`config.mk`:
```
export PLATFORM = sky130hd
export DESIGN_NAME = i2c_addr_slave
export DESIGN_NICKNAME = d
export VERILOG_FILES = /design/src/rtl/i2c_slv_pkg.sv /design/src/rtl/i2c_slv_sync.sv /design/src/rtl/i2c_slv_engine.sv /design/src/rtl/i2c_slv_local.sv /design/src/rtl/i2c_addr_slave.sv
export SDC_FILE = /design/constraint.sdc
export NUM_CORES = 1
export LEC_CHECK = 0
export BUFFER_PORTS_ARGS = -buffer_cell sky130_fd_sc_hd__buf_2
export CAP_MARGIN = 20
export CORE_MARGIN = 3
export CORE_UTILIZATION = 34
export DETAILED_ROUTE_END_ITERATION = 10
export GPL_ROUTABILITY_DRIVEN = 0
export GPL_TIMING_DRIVEN = 0
export HOLD_SLACK_MARGIN = 0.08
export PLACE_DENSITY = 0.54
export SYNTH_ARGS = -nofsm -noshare
export SYNTH_HDL_FRONTEND = slang
export SYNTH_HIERARCHICAL = 1
export SYNTH_SLANG_ARGS = --single-unit
```
`constraint.sdc`:
```
create_clock -name clk -period 1.6 [get_ports clk]
set_input_delay 0.48 -clock clk [delete_from_list [all_inputs] [get_ports clk]]
set_output_delay 0.48 -clock clk [all_outputs]
set_load 0.02 [all_outputs]
```
`src/rtl/i2c_slv_pkg.sv`:
```
package i2c_slv_pkg;
  typedef enum logic [1:0] {ST_IDLE, ST_ADDR, ST_RX, ST_TX} slv_state_t;

  typedef struct packed {
    logic scl_rise;
    logic scl_fall;
    logic start;
    logic stop;
    logic sda;
  } bus_ev_t;
endpackage

```
`src/rtl/i2c_slv_sync.sv`:
```
module i2c_slv_sync
  import i2c_slv_pkg::*;
#(
  parameter int STAGES = 2
) (
  input  logic    clk,
  input  logic    rst_n,
  input  logic    scl_i,
  input  logic    sda_i,
  output bus_ev_t ev_o,
  output logic    scl_o
);
  localparam int CW = 2 * STAGES;

  logic [CW-1:0] chain_q;
  logic [1:0]    prev_q;
  logic [1:0]    cur;

  assign cur = chain_q[CW-1 -: 2];

  always_ff @(posedge clk or negedge rst_n) begin
    if (!rst_n) begin
      chain_q <= '1;
      prev_q  <= 2'b11;
    end else begin
      chain_q <= {chain_q[CW-3:0], scl_i, sda_i};
      prev_q  <= cur;
    end
  end

  always_comb begin
    ev_o.scl_rise = cur[1] & ~prev_q[1];
    ev_o.scl_fall = ~cur[1] & prev_q[1];
    ev_o.start    = cur[1] & prev_q[1] & prev_q[0] & ~cur[0];
    ev_o.stop     = cur[1] & prev_q[1] & ~prev_q[0] & cur[0];
    ev_o.sda      = cur[0];
  end

  assign scl_o = cur[1];
endmodule

```
`src/rtl/i2c_slv_engine.sv`:
```
module i2c_slv_engine
  import i2c_slv_pkg::*;
#(
  parameter int DATA_W = 8
) (
  input  logic              clk,
  input  logic              rst_n,
  input  bus_ev_t           ev,
  input  logic [DATA_W-2:0] own_addr,
  input  logic              stretch_en,
  input  logic [DATA_W-1:0] tx_data,
  input  logic              release_i,
  input  logic              full_i,
  input  logic              ovf_i,
  output logic              sda_pull_o,
  output logic              scl_hold_o,
  output logic              rw_o,
  output logic [DATA_W-1:0] shreg_o,
  output logic              ev_load_o,
  output logic              ev_ovf_o,
  output logic              ev_irq_o
);
  localparam int CNT_W = $clog2(DATA_W + 2);
  localparam logic [CNT_W-1:0] LAST_BIT = CNT_W'(DATA_W);
  localparam logic [CNT_W-1:0] ACK_BIT  = CNT_W'(DATA_W + 1);

  slv_state_t        state_q, state_n;
  logic [CNT_W-1:0]  cnt_q, cnt_n;
  logic [DATA_W-1:0] sh_q, sh_n;
  logic              pull_q, pull_n;
  logic              hold_q, hold_n;
  logic              relp_q, relp_n;
  logic              rw_q, rw_n;
  logic              mack_q, mack_n;
  logic              load_n, ovfe_n, irqe_n;
  logic              load_q, ovfe_q, irqe_q;

  always_comb begin
    state_n = state_q;
    cnt_n   = cnt_q;
    sh_n    = sh_q;
    pull_n  = pull_q;
    hold_n  = hold_q;
    relp_n  = 1'b0;
    rw_n    = rw_q;
    mack_n  = mack_q;
    load_n  = 1'b0;
    ovfe_n  = 1'b0;
    irqe_n  = 1'b0;
    if (ev.start) begin
      state_n = ST_ADDR;
      cnt_n   = '0;
      pull_n  = 1'b0;
      hold_n  = 1'b0;
    end else if (ev.stop) begin
      state_n = ST_IDLE;
      cnt_n   = '0;
      pull_n  = 1'b0;
      hold_n  = 1'b0;
    end else begin
      if (relp_q) hold_n = 1'b0;
      if (hold_q && release_i && !relp_q) begin
        relp_n = 1'b1;
        if (state_q == ST_TX) begin
          sh_n   = tx_data;
          pull_n = ~tx_data[DATA_W-1];
        end
      end
      if (state_q != ST_IDLE) begin
        if (ev.scl_rise) begin
          if (cnt_q < LAST_BIT) begin
            if (state_q != ST_TX) sh_n = {sh_q[DATA_W-2:0], ev.sda};
            cnt_n = cnt_q + 1'b1;
          end else if (cnt_q == LAST_BIT) begin
            mack_n = ev.sda;
            cnt_n  = ACK_BIT;
          end
        end else if (ev.scl_fall) begin
          if (cnt_q == LAST_BIT) begin
            unique case (state_q)
              ST_ADDR: begin
                if (sh_q[DATA_W-1:1] == own_addr) begin
                  pull_n = 1'b1;
                  rw_n   = sh_q[0];
                end else begin
                  state_n = ST_IDLE;
                  cnt_n   = '0;
                end
              end
              ST_RX: begin
                if (!full_i && !ovf_i) begin
                  pull_n = 1'b1;
                  load_n = 1'b1;
                end else begin
                  pull_n = 1'b0;
                  ovfe_n = full_i;
                end
              end
              default: pull_n = 1'b0;
            endcase
          end else if (cnt_q == ACK_BIT) begin
            cnt_n  = '0;
            pull_n = 1'b0;
            unique case (state_q)
              ST_ADDR: begin
                irqe_n  = 1'b1;
                state_n = rw_q ? ST_TX : ST_RX;
                hold_n  = rw_q | stretch_en;
              end
              ST_RX: begin
                irqe_n = 1'b1;
                hold_n = stretch_en;
              end
              default: begin
                if (!mack_q) begin
                  irqe_n = 1'b1;
                  hold_n = 1'b1;
                end else begin
                  state_n = ST_IDLE;
                end
              end
            endcase
          end else if (state_q == ST_TX && cnt_q != '0) begin
            sh_n   = {sh_q[DATA_W-2:0], 1'b0};
            pull_n = ~sh_q[DATA_W-2];
          end
        end
      end
    end
  end

  always_ff @(posedge clk or negedge rst_n) begin
    if (!rst_n) begin
      state_q <= ST_IDLE;
      cnt_q   <= '0;
      sh_q    <= '0;
      pull_q  <= 1'b0;
      hold_q  <= 1'b0;
      relp_q  <= 1'b0;
      rw_q    <= 1'b0;
      mack_q  <= 1'b1;
      load_q  <= 1'b0;
      ovfe_q  <= 1'b0;
      irqe_q  <= 1'b0;
    end else begin
      state_q <= state_n;
      cnt_q   <= cnt_n;
      sh_q    <= sh_n;
      pull_q  <= pull_n;
      hold_q  <= hold_n;
      relp_q  <= relp_n;
      rw_q    <= rw_n;
      mack_q  <= mack_n;
      load_q  <= load_n;
      ovfe_q  <= ovfe_n;
      irqe_q  <= irqe_n;
    end
  end

  assign sda_pull_o = pull_q;
  assign scl_hold_o = hold_q;
  assign rw_o       = rw_q;
  assign shreg_o    = sh_q;
  assign ev_load_o  = load_q;
  assign ev_ovf_o   = ovfe_q;
  assign ev_irq_o   = irqe_q;
endmodule

```
`src/rtl/i2c_slv_local.sv`:
```
module i2c_slv_local #(
  parameter int DATA_W = 8
) (
  input  logic              clk,
  input  logic              rst_n,
  input  logic              ev_load,
  input  logic              ev_ovf,
  input  logic              ev_irq,
  input  logic [DATA_W-1:0] shreg,
  input  logic              rd_i,
  input  logic              irq_clr_i,
  input  logic              ovf_clr_i,
  output logic [DATA_W-1:0] rx_data_o,
  output logic              full_o,
  output logic              ovf_o,
  output logic              irq_o
);
  logic [DATA_W-1:0] rx_q, rx_n;
  logic full_q, full_n, ovf_q, ovf_n, irq_q, irq_n;

  always_comb begin
    rx_n   = ev_load ? shreg : rx_q;
    full_n = ev_load ? 1'b1 : (rd_i ? 1'b0 : full_q);
    ovf_n  = ev_ovf ? 1'b1 : (ovf_clr_i ? 1'b0 : ovf_q);
    irq_n  = ev_irq ? 1'b1 : (irq_clr_i ? 1'b0 : irq_q);
  end

  always_ff @(posedge clk or negedge rst_n) begin
    if (!rst_n) begin
      rx_q   <= '0;
      full_q <= 1'b0;
      ovf_q  <= 1'b0;
      irq_q  <= 1'b0;
    end else begin
      rx_q   <= rx_n;
      full_q <= full_n;
      ovf_q  <= ovf_n;
      irq_q  <= irq_n;
    end
  end

  assign rx_data_o = rx_q;
  assign full_o    = full_q;
  assign ovf_o     = ovf_q;
  assign irq_o     = irq_q;
endmodule

```
`src/rtl/i2c_addr_slave.sv`:
```
module i2c_addr_slave
  import i2c_slv_pkg::*;
#(
  parameter int DATA_W      = 8,
  parameter int SYNC_STAGES = 2
) (
  input  logic              clk,
  input  logic              rst_n,
  input  logic              scl_i,
  input  logic              sda_i,
  output logic              scl_drive_n,
  output logic              sda_drive_n,
  input  logic [DATA_W-2:0] own_addr_i,
  input  logic              stretch_en_i,
  input  logic [DATA_W-1:0] tx_data_i,
  input  logic              release_i,
  input  logic              rd_i,
  input  logic              irq_clr_i,
  input  logic              ovf_clr_i,
  output logic [DATA_W-1:0] rx_data_o,
  output logic              buf_full_o,
  output logic              ovf_o,
  output logic              rw_o,
  output logic              irq_o
);
  logic [1:0]        rst_sync_q;
  logic              rst_s_n;
  bus_ev_t           ev;
  logic              scl_s;
  logic              sda_pull, scl_hold;
  logic [DATA_W-1:0] shreg;
  logic              ev_load, ev_ovf, ev_irq;

  always_ff @(posedge clk or negedge rst_n) begin
    if (!rst_n) rst_sync_q <= 2'b00;
    else        rst_sync_q <= {rst_sync_q[0], 1'b1};
  end
  assign rst_s_n = rst_sync_q[1];

  i2c_slv_sync #(.STAGES(SYNC_STAGES)) u_sync (
    .clk(clk), .rst_n(rst_s_n), .scl_i(scl_i), .sda_i(sda_i),
    .ev_o(ev), .scl_o(scl_s)
  );

  i2c_slv_engine #(.DATA_W(DATA_W)) u_eng (
    .clk(clk), .rst_n(rst_s_n), .ev(ev), .own_addr(own_addr_i),
    .stretch_en(stretch_en_i), .tx_data(tx_data_i), .release_i(release_i),
    .full_i(buf_full_o), .ovf_i(ovf_o), .sda_pull_o(sda_pull),
    .scl_hold_o(scl_hold), .rw_o(rw_o), .shreg_o(shreg),
    .ev_load_o(ev_load), .ev_ovf_o(ev_ovf), .ev_irq_o(ev_irq)
  );

  i2c_slv_local #(.DATA_W(DATA_W)) u_loc (
    .clk(clk), .rst_n(rst_s_n), .ev_load(ev_load), .ev_ovf(ev_ovf),
    .ev_irq(ev_irq), .shreg(shreg), .rd_i(rd_i), .irq_clr_i(irq_clr_i),
    .ovf_clr_i(ovf_clr_i), .rx_data_o(rx_data_o), .full_o(buf_full_o),
    .ovf_o(ovf_o), .irq_o(irq_o)
  );

  assign sda_drive_n = ~sda_pull;
  assign scl_drive_n = ~scl_hold;
endmodule

```
==> out/summary.md, run 1 <==
Leaving out fill and tap cells, the most frequent cell in the layout is buf_2. The number of instances in the synthesized netlist was 185. Leakage power of the design: 0.00140 uW. Based on the critical path, the design can be clocked at up to 0.531 GHz.

The tightest hold path in the finished design has a slack of 0.276 ns. The total via count in the routed design came out at 1,667. The half-perimeter wire length after placement came out at 3.51 mm. For the final hold violation count, the log shows 0.

The run gives 216 as the net count after synthesis. For the final routed database, the setup TNS stands at -3.44 ns. The async set-or-reset flop fraction in the synthesized netlist was 100%.

The average via count per standard cell was 5.04. Dividing the detail-routed wire length by the instance count gives 15.3 um. The first global-routing pass estimated 8.42 mm of wire. The number of enable flip-flop cells after synthesis works out to 0.

Count of antenna-violating nets left after detailed routing: 0. For this run, the leading register cell type out of synthesis is dfrtp_1. Buffers placed on the I/O ports in this run total 37. The final max-slew violation count was 0.

Across the whole layout, storage elements account for 1040 um2. IR analysis of the VDD net gives a maximum drop of 492 uV. For this design, the slowest cell found on the critical path is dfstp_2. The buffering stage count on the worst path with inverters included is 1. The area growth from synthesis to layout is 33.4%. The total area inside the core boundary comes to 6130 um2. The tree is rooted in a clkbuf_8. The tools report the number of violations of the max-capacitance limit as 0.

The first TritonRoute pass finished after 4 iterations. The number of DRC violations after detailed routing was 0. The data arrival time of the critical path was 2.06 ns. The floorplan has 28 rows. The startpoint identified for the worst register-to-register timing path is u_sync/prev_q[1]. The tools report the required time of the critical path as 1.78 ns.

The die covers 7580 um2. Largest net degree at the start of global routing: 40. The signal on the critical path passes through buf_4, nor2b_4, or3_4, nor3_4, and3_4, mux2_4. Critical path launch point type: a flip-flop. Number of flip-flops and latches in the synthesized netlist: 41.

STA classifies the critical path endpoint as a flip-flop. TritonCTS built the clock tree. At the later pin of the worst-skew pair, clock insertion delay measures 0.29 ns. Measured along the y axis, the die boundary spans 87.1 um. For the pin with the worst max-slew slack, the measured transition is 0.860 ns. The repair_antennas step left the layout with diodes totalling 0.

In this run the worst path has a maximum fanout of 6. For the cell area after technology mapping, the log shows 2230 um2. Setup violations remaining at the end of the flow were counted as 19. Clock-pin slew was measured on the worst setup and hold paths at 0.08 ns.

Counting every sink on the clock net gives 41. The final layout contains routed wiring with a total length of 5.05 mm. The maximum single-stage delay on the critical path was 0.56 ns; the sum of overflow across all layers after global routing was 0.

In the layout the commonest cells are buf_2, dfrtp_1, buf_4. The worst hold path begins at scl_i. The H-tree was split into 2 levels. The final worst-path cycle share works out to 118%. The kind of critical path is flip-flop to flip-flop.

The tools report the initial detailed-routing violation count as 56. The placed standard-cell area is 2560 um2. The final reports fail on setup timing. The post-route clock skew was 0.00957 ns. The via count of the first global-routing pass was 1,704. The cell area after layout was 2980 um2. The kind of cell with the highest combined delay along the critical path is simple AND/OR/NAND/NOR gates. The multi-input combinational cells in the finished layout cover a total of 1230 um2. The number of top-level pins was 38. Initial core utilization: 36.4%. In the global route stage, overall resource usage came out at 14.5%.

The power density over the cells was 983 nW/um2; the number of antenna violations at the first check in global routing was 0. The class of the tightest hold or removal check was primary input to flip-flop. The critical path starts at u_sync/prev_q[1]. Setup repair after global routing could not meet its margin everywhere. The least setup slack across all paths after layout is -0.284 ns.

Clock tree synthesis inserted a total of 5 buffers. After the last flow step, the layout net total stands at 286. The worst pin sits at a relative slew slack of 42.7%. Yosys printed 6 warnings.

The buffer levels on the longest clock path is 2, and the share of layout cells above drive strength 1 is 53.9%. The shortest clock period the worst path allows after layout is 1.88 ns, and the number of fill cells is 579. From left edge to right edge, the die measures 87.1 um.

The count of cell types in the netlist was 56. The flow ran to the end, but the final reports show violations. For the sequential area share after synthesis, the log shows 46.3%. After synthesis, the mean cell area works out to 12.1 um2.
[cells in the mapped netlist (all sizes together), types with 6 or more instances]
library cell	count	area share, %
a2bb2oi	7	4.7
xnor2	7	2.7
nor2	7	1.2
a21oi	9	3.0
o22ai	6	1.7
mux2	11	7.1
dfrtp	34	38
dfstp	7	8.2
inv	15	2.5
ha	7	3.9
[area by class of cell]
type                       count  area share [%]
multi-input combinational    124            41.3
sequential                    41            34.8
timing repair buffer          64            13.6
tap                           75            3.15
clock buffer                   7            2.90
inverter                      15            1.89
buffer                         4            1.30
clock inverter                 1            1.01
[flip-flops by register name (all words and copies together), names as in the netlist, 2 cells and up]
signal / cells
rst_sync_q: 2
u_eng/cnt_q: 4
u_eng/shreg_o: 8
u_eng/state_q: 2
u_loc/rx_data_o: 8
u_sync/chain_q: 4
u_sync/prev_q: 2
[metal layers]
layer | track usage, % | wire (um) | up-vias
li1 | - | - | 814
met1 | 18.8 | 2290 | 813
met2 | 23.4 | 2470 | 36
met3 | 3.41 | 236 | 4
met4 | 5.67 | 51 | 0
met5 | 0 | 0 | -
[cell families (layout without fill, tap and decap cells)]
| kind of cell | count (synthesis) | count (layout) | share of synthesized area (%) |
|---|---|---|---|
| adders and majority gates | 7 | 7 | 3.92 |
| AOI/OAI and AO/OA | 49 | 49 | 20.0 |
| and+or+nand+nor | 45 | 45 | 14.1 |
| other | 1 | 1 | 0.168 |
| buffers and inverters | 20 | 91 | 3.86 |
| DFF | 41 | 41 | 46.3 |
| muxes | 15 | 15 | 8.85 |
| xor gates and xnor gates | 7 | 7 | 2.74 |
[power by group]
part	total (uW)	internal, uW	switching [uW]
logic	676	395	281
registers	1390	1190	205
clock network	864	509	355
total	2930	2090	841
[worst paths after layout]
kind	endpoint	slack, ns	cells past startpoint
min in group asynchronous	u_eng/shreg_o[5]	0.38	0
setup / recovery	u_eng/rw_o	-0.28	6
max in group asynchronous	u_eng/cnt_q[0]	0.63	0
hold / removal	u_sync/chain_q[1]	0.28	1
setup reg to reg	u_eng/rw_o	-0.28	6
hold reg to reg	rst_sync_q[1]	0.35	0
[metrics by stage]
step | worst slack [ns] | utilization, % | cells | power (uW)
global route | -0.359 | 48.6 | 331 | 3130
CTS | -0.322 | 47.0 | 323 | 2940
detailed placement | -0.443 | 41.7 | 297 | 1980
global placement | -0.428 | 41.7 | 297 | 1970
finish | -0.284 | 48.6 | 331 | 2930
floorplan | -0.270 | - | 185 | 1810
[what timing repair did]
action	CTS	global route
hold buffers	1	0
pin swaps	15	8
endpoints found under the setup margin	21	20
hold endpoints to repair	2	0
resized for setup	17	12
buffers inserted	18	9
Power figures use the tool's default switching activity.
==> run 2, diff against run 1 <==
--- a/config.mk
+++ b/config.mk
@@ -14,6 +14,7 @@
 export GPL_TIMING_DRIVEN = 0
 export HOLD_SLACK_MARGIN = 0.08
 export PLACE_DENSITY = 0.54
+export SKIP_LAST_GASP = 1
 export SYNTH_ARGS = -nofsm -noshare
 export SYNTH_HDL_FRONTEND = slang
 export SYNTH_HIERARCHICAL = 1
==> run 2 against run 1 <==
  * The run still ends with setup timing left
  * Non-clock buffer count decreased by 8
  * Worst hold slack got worse by 0.00067 ns
  * Die area unchanged
  * Critical endpoint unchanged
  * Largest power group unchanged
  * Highest routed layer unchanged
==> out/summary.md, run 2 (synthesis gave the netlist of run 1 again) <==
The largest net degree at the start of global routing is 40, and the required time of the critical path is 1.78 ns. The run gives 3.51 mm as the half-perimeter wire length after placement. The multi-input combinational cells in the finished layout cover a total of 1220 um2. Number of violations of the max-capacitance limit: 0. The share of layout cells above drive strength 1 is 51.6%.

The worst register-to-register path ends at u_eng/rw_o. The final hold violation count is 0, and the count of port buffers added during placement is 37. The post-route clock skew is 0.00844 ns. The total overflow left after global routing is 0.

Least setup slack across all paths after layout: -0.334 ns. The clock passes through at most 2 buffers. The hold-critical path endpoint was u_sync/chain_q[1]. The initial utilization of the core area, before any placement, comes to 36.4%. Kind of end point of the critical path: a flip-flop. The run gives 4.93 mm as the final routed wirelength across all metal layers. The library cell used most frequently in the layout, excluding fill and tap cells, is buf_2. In this run the horizontal extent of the chip is 87.1 um.

Setup repair after global routing could not meet its margin everywhere. The run gives 1,648 as the total via count in the routed design. The path class of the tightest hold or removal check is primary input to flip-flop. Based on the critical path, the design can be clocked at up to 0.517 GHz.

Excluding fillers, the count of instances in the completed layout stands at 323. For the number of optimization iterations in the first detailed-route pass, the log shows 4. For the clock net sink count, the log shows 41. Across every metal layer, demand over resource in global routing totals 14.4%.

The count of antenna-violating nets left after detailed routing came out at 0. Summing all flip-flop and latch instances after layout gives 1040 um2. The run gives 0 as the final max-slew violation count.

The origin of the critical flop-to-flop path was u_sync/prev_q[0]. The logs give 0 for the number of antenna violations at the first check in global routing and 0.276 ns for the worst hold slack after final layout. The number of fill cells is 579, and the count of endpoints failing setup in the final report is 19.

The worst setup path is launched from a flip-flop. The transition at the pin with the smallest max-transition slack is 0.849 ns, and the cell count of the worst hold path is 1. The top fanout value on the critical path was 8; the diode insertion count for antenna repair was 0. After the last flow step, the layout net total stands at 278. Leaving out fill and tap cells, the most frequent cells in the layout are buf_2, dfrtp_1, buf_4. The worst pin sits at a relative slew slack of 43.4%.

Placed cell count: 297. The data arrival time of the critical path was 2.11 ns; the global-route wire length before repair was 8.36 mm. In the routed design, unresolved DRC markers number 0. The final core area utilization was 47.3%; the clock-pin slew on the worst setup and hold paths was 0.08 ns.

The tools report the worst setup slack for register-to-register paths as -0.33 ns. Measured in cells, the most critical reg-to-reg path has a length of 5. For this design the ratio of total power to cell area is 1000 nW/um2. The amount of wire on met3 after detailed routing is 273 um, and the layout-stage area growth over the synthesis result is 29.9%.

The buffer cell driving the clock tree root is clkbuf_8. The flow ran to the end, but the final reports show violations. Summed over all cells, the static leakage comes to 0.00136 uW. The maximum level of the CTS H-tree is 2, and the shortest clock period the worst path allows after layout is 1.93 ns. The detailed-route wire length per cell is 15.3 um.

Using the TritonRoute via totals, the vias-per-cell ratio works out to 5.10. The run gives 1,701 as the via count of the first global-routing pass. For this block, the initial DRC count from the detailed router was 72. The final reports fail on setup timing. The region available for standard cell placement spans 6130 um2.

During I/O placement, the number of pins put on the boundary was 38. The TritonCTS buffer count was 5. In this run the top signal layer used is met4.

The detailed router put a total of 2.27 mm of wire on met1. The die area was 7580 um2. IR analysis of the VDD net gives a maximum drop of 492 uV. In the detailed route, the total length drawn on met2 is 2.34 mm. At the later pin of the worst-skew pair, clock insertion delay measures 0.29 ns.

The tools report the startpoint of the lowest-slack hold path as scl_i. The worst setup path is of the flip-flop to flip-flop kind. The total number of placement rows was 28; the height of the die was 87.1 um. The final critical path takes up 121% of the cycle. TritonCTS built the clock tree.
run 2: timing repair:
action	4_1_cts	5_1_grt
hold buffers	1	0
buffers inserted	18	3
gates resized for setup	16	6
setup endpoints to repair	21	20
pin swaps	15	6
endpoints found under the hold margin	2	0
run 2: final cells by class:
| class | count | share of cell area (%) |
|---|---|---|
| multi-input cells | 124 | 42.0 |
| flip-flops and latches | 41 | 35.8 |
| repair buffers | 56 | 11.9 |
| well taps | 75 | 3.23 |
| clock buffers | 7 | 2.97 |
| inverters | 15 | 1.94 |
| plain buffers | 4 | 1.08 |
| clock inverters | 1 | 1.03 |
run 2: metal layers:
metal,global-route usage [%],vias up
li1,-,798
met5,0,-
met2,23.3,42
met3,3.41,4
met1,18.6,804
met4,5.67,0
run 2: critical path, stage by stage, from the launching register on:
cell	delay [ns]
dfstp_2	0.53
and4b_2	0.26
or2_4	0.32
nor3_4	0.21
and3_4	0.21
mux2_4	0.29
run 2: power by group:
group	internal [uW]	leakage (uW)	switching, uW
Clock	509	0.0000585	352
Sequential	1190	0.000506	205
Combinational	381	0.000792	279
run 2: per-stage QoR:
stage	setup WS, ns	setup TNS, ns	instance area, um2	total power [uW]
after floorplan	-0.270	-2.00	2280	1810
after global placement	-0.428	-10.06	2550	1970
after detailed placement	-0.443	-5.80	2560	1980
after CTS	-0.322	-3.51	2870	2940
after global routing	-0.385	-5.13	2900	3110
final	-0.334	-3.29	2900	2910
run 2: worst max-delay path by stage:
| stage | startpoint | end | slack, ns |
|---|---|---|---|
| after floorplan | u_sync/prev_q[1] | u_eng/rw_o | -0.27 |
| after global placement | u_sync/chain_q[3] | u_eng/shreg_o[3] | -0.43 |
| after detailed placement | u_sync/chain_q[3] | u_eng/shreg_o[3] | -0.44 |
| after CTS | u_sync/prev_q[1] | u_eng/rw_o | -0.32 |
| after global routing | u_sync/prev_q[1] | u_eng/rw_o | -0.38 |
| final | u_sync/prev_q[0] | u_eng/rw_o | -0.33 |
==> run 3, diff against run 2 <==
--- a/config.mk
+++ b/config.mk
@@ -14,6 +14,7 @@
 export GPL_TIMING_DRIVEN = 0
 export HOLD_SLACK_MARGIN = 0.08
 export PLACE_DENSITY = 0.54
+export SETUP_SLACK_MARGIN = 0.5
 export SKIP_LAST_GASP = 1
 export SYNTH_ARGS = -nofsm -noshare
 export SYNTH_HDL_FRONTEND = slang
==> run 3 against run 2 <==
  * The flow still finishes with violations (setup timing)
  * Maximum frequency up 0.52%
  * Worst hold slack improved by 0.0097 ns
  * Register-to-register slack is essentially flat
  * Critical path type unchanged
==> out/summary.md, run 3 (synthesis gave the netlist of run 1 again) <==
The final hold violation count is 0, and the final max-slew violation count is 0. For the buffer levels on the longest clock path, the log shows 2. Summed over all layers, the routed wires come to 5.36 mm.

Number of fill cells: 534. Number of top-level pins: 38. Walking the worst path, the cells encountered are nor2b_4, inv_2, or3_4, nor3_4, and3_4, mux2_4.

After legalization and detailed placement, the total HPWL measured 3.49 mm. For this run, the post-layout net count is 301. Setup violations remaining at the end of the flow were counted as 20. The logs give 0.29 ns for the insertion delay of the later-clocked pin in the worst-skew pair and 0 for the number of DRC violations after detailed routing. In this run the standard cell core region covers 6130 um2. The tools report the startpoint of the lowest-slack hold path as scl_i. In this run, placement finished with an instance count of 297. The maximum level of the CTS H-tree is 2. Compared with the post-synthesis result, the final layout area differs by 46.8%. Required time of the critical path: 1.78 ns. In this run the tightest slew margin relative to its limit is 65.7%. The floorplan step defined a die boundary enclosing 7580 um2.

After the first detailed-routing iteration, the DRC count stood at 106. For the worst setup path, the data arrival time is 2.11 ns. Buffers inserted during clock tree synthesis total 5.

The cell class contributing the biggest share of worst-path delay is simple AND/OR/NAND/NOR gates. Detailed routing inserted a total of 1,765 vias. For this run, the number of standard cells in the final layout without fillers is 346.

The overall track demand over capacity in global routing was 15.3%; the detailed-route wire length per cell was 15.5 um. The checks that failed: setup timing. The via count of the first global-routing pass is 1,802, and the shortest clock period the worst path allows after layout is 1.92 ns.

The worst setup path is launched from a flip-flop. The transition at the pin with the smallest max-transition slack came out at 0.515 ns. Among all stages on the critical path, the largest delay is contributed by dfstp_2. Entering global routing, the biggest net connects 40 pins. The detail route stage leaves a number of antenna-violating nets equal to 0. The clock-pin slew on the worst setup and hold paths was 0.08 ns. The total number of placement rows came out at 28.

The least setup slack across all paths after layout is -0.324 ns, and the post-route clock skew is 0.0112 ns. In this run the horizontal extent of the chip is 87.1 um. The count of buffers added on input and output ports is 37. The tree is rooted in a clkbuf_8. TritonCTS built the clock tree. Dividing the detail-routed via count by the number of cells gives 5.10.

The maximum single-stage delay on the critical path is 0.58 ns, and the number of violations of the max-capacitance limit is 0. The kind of end point of the critical path is a flip-flop. The sum of overflow across all layers after global routing is 0.

Power spread over the standard cell area amounts to 856 nW/um2. The run finished, with violations left. The tree built by TritonCTS fans out to 41 sinks. The final critical path takes up 120% of the cycle. For this design the static power due to leakage is 0.00151 uW.

The repair_antennas step left the layout with diodes totalling 0. Along the worst path, the maximum fanout reaches 4. The height of the die works out to 87.1 um.

The first global-routing pass estimated 9.13 mm of wire. For the final sum of negative setup slack, the log shows -3.84 ns. The tightest min-delay check is of the primary input to flip-flop type. The origin of the critical flop-to-flop path was u_sync/prev_q[1]. Setup repair after global routing could not meet its margin everywhere. The buffering stage count on the worst path with inverters included was 1. The achievable clock frequency came out at 0.520 GHz. By startpoint and endpoint, the worst setup path is classified as flip-flop to flip-flop. The most critical setup path has its startpoint at u_sync/prev_q[1]. The number of antenna violations at the first check in global routing was 0. The share of layout cells above drive strength 1 is 58.7%. The top cell types in the final layout, fill and taps aside, are buf_4, dfrtp_1, buf_2. Once the floorplan was initialized, standard cells occupied 36.4% of the core. The largest vdd supply drop is 503 uV. Leaving out fill and tap cells, the most frequent cell in the layout is buf_4.

Before antenna repair, the detailed router went through 4 iterations.
[run 3: cell types whose count changed in the layout (fill, tap and decap cells not counted), moves of 3 or more]
| cell | delta |
|---|---|
| o22ai_1 | -6 |
| o22ai_2 | +6 |
| buf_12 | +3 |
| buf_4 | +16 |
| buf_2 | -14 |
| buf_6 | +17 |
[run 3: timing repair]
| action | CTS | global route |
|---|---|---|
| setup endpoints to repair | 36 | 53 |
| hold endpoints to repair | 2 | 0 |
| gates cloned | 0 | 0 |
| gates resized for setup | 47 | 17 |
| pin swaps | 7 | 5 |
| buffers inserted | 33 | 7 |
| hold buffers | 1 | 0 |
[run 3: where the power goes]
| part | internal [uW] | total, uW | switching, uW |
|---|---|---|---|
| Clock | 301 | 651 | 350 |
| Sequential | 1180 | 1410 | 227 |
| Combinational | 440 | 743 | 303 |
| Total | 1930 | 2810 | 880 |
[run 3: layout make-up]
class / count / area, um2 / share of cell area (%)
clock buffers: 5 / 68.8 / 2.10
well taps: 75 / 93.8 / 2.86
plain buffers: 5 / 63.8 / 1.95
repair buffers: 78 / 648 / 19.8
inverters: 15 / 56.3 / 1.72
multi-input cells: 124 / 1290 / 39.4
clock inverters: 3 / 17.5 / 0.534
flip-flops and latches: 41 / 1040 / 31.7
[run 3: path summary, 6_finish.rpt]
| check | endpoint | slack, ns | depth (start not counted) |
|---|---|---|---|
| max | u_eng/rw_o | -0.32 | 6 |
| min | u_sync/chain_q[1] | 0.29 | 1 |
| max reg2reg | u_eng/rw_o | -0.32 | 6 |
| min reg2reg | u_loc/rx_data_o[7] | 0.31 | 0 |
| max in group asynchronous | u_eng/cnt_q[0] | 0.89 | 0 |
| min in group asynchronous | u_loc/rx_data_o[7] | 0.31 | 0 |
[run 3: stage by stage]
step                      hold slack [ns]  power, uW  utilization (%)  area, um2  setup WS (ns)
after floorplan                     0.184       1810                -       2290         -0.269
after global placement              0.266       1980             41.9       2570         -0.460
after detailed placement            0.267       1990             41.9       2570         -0.445
after CTS                           0.270       2790             51.5       3160         -0.326
after global routing                0.264       2990             53.5       3280         -0.402
final                               0.285       2810             53.5       3280         -0.324
[run 3: per-layer routing]
layer	wire length [um]	vias up	track usage (%)	part of all wire (%)
met4	72	0	4.82	1.3
met1	2590	866	22.0	48
met2	2470	42	23.1	46
li1	-	849	-	-
met5	0	-	0	0
met3	234	8	3.31	4.4
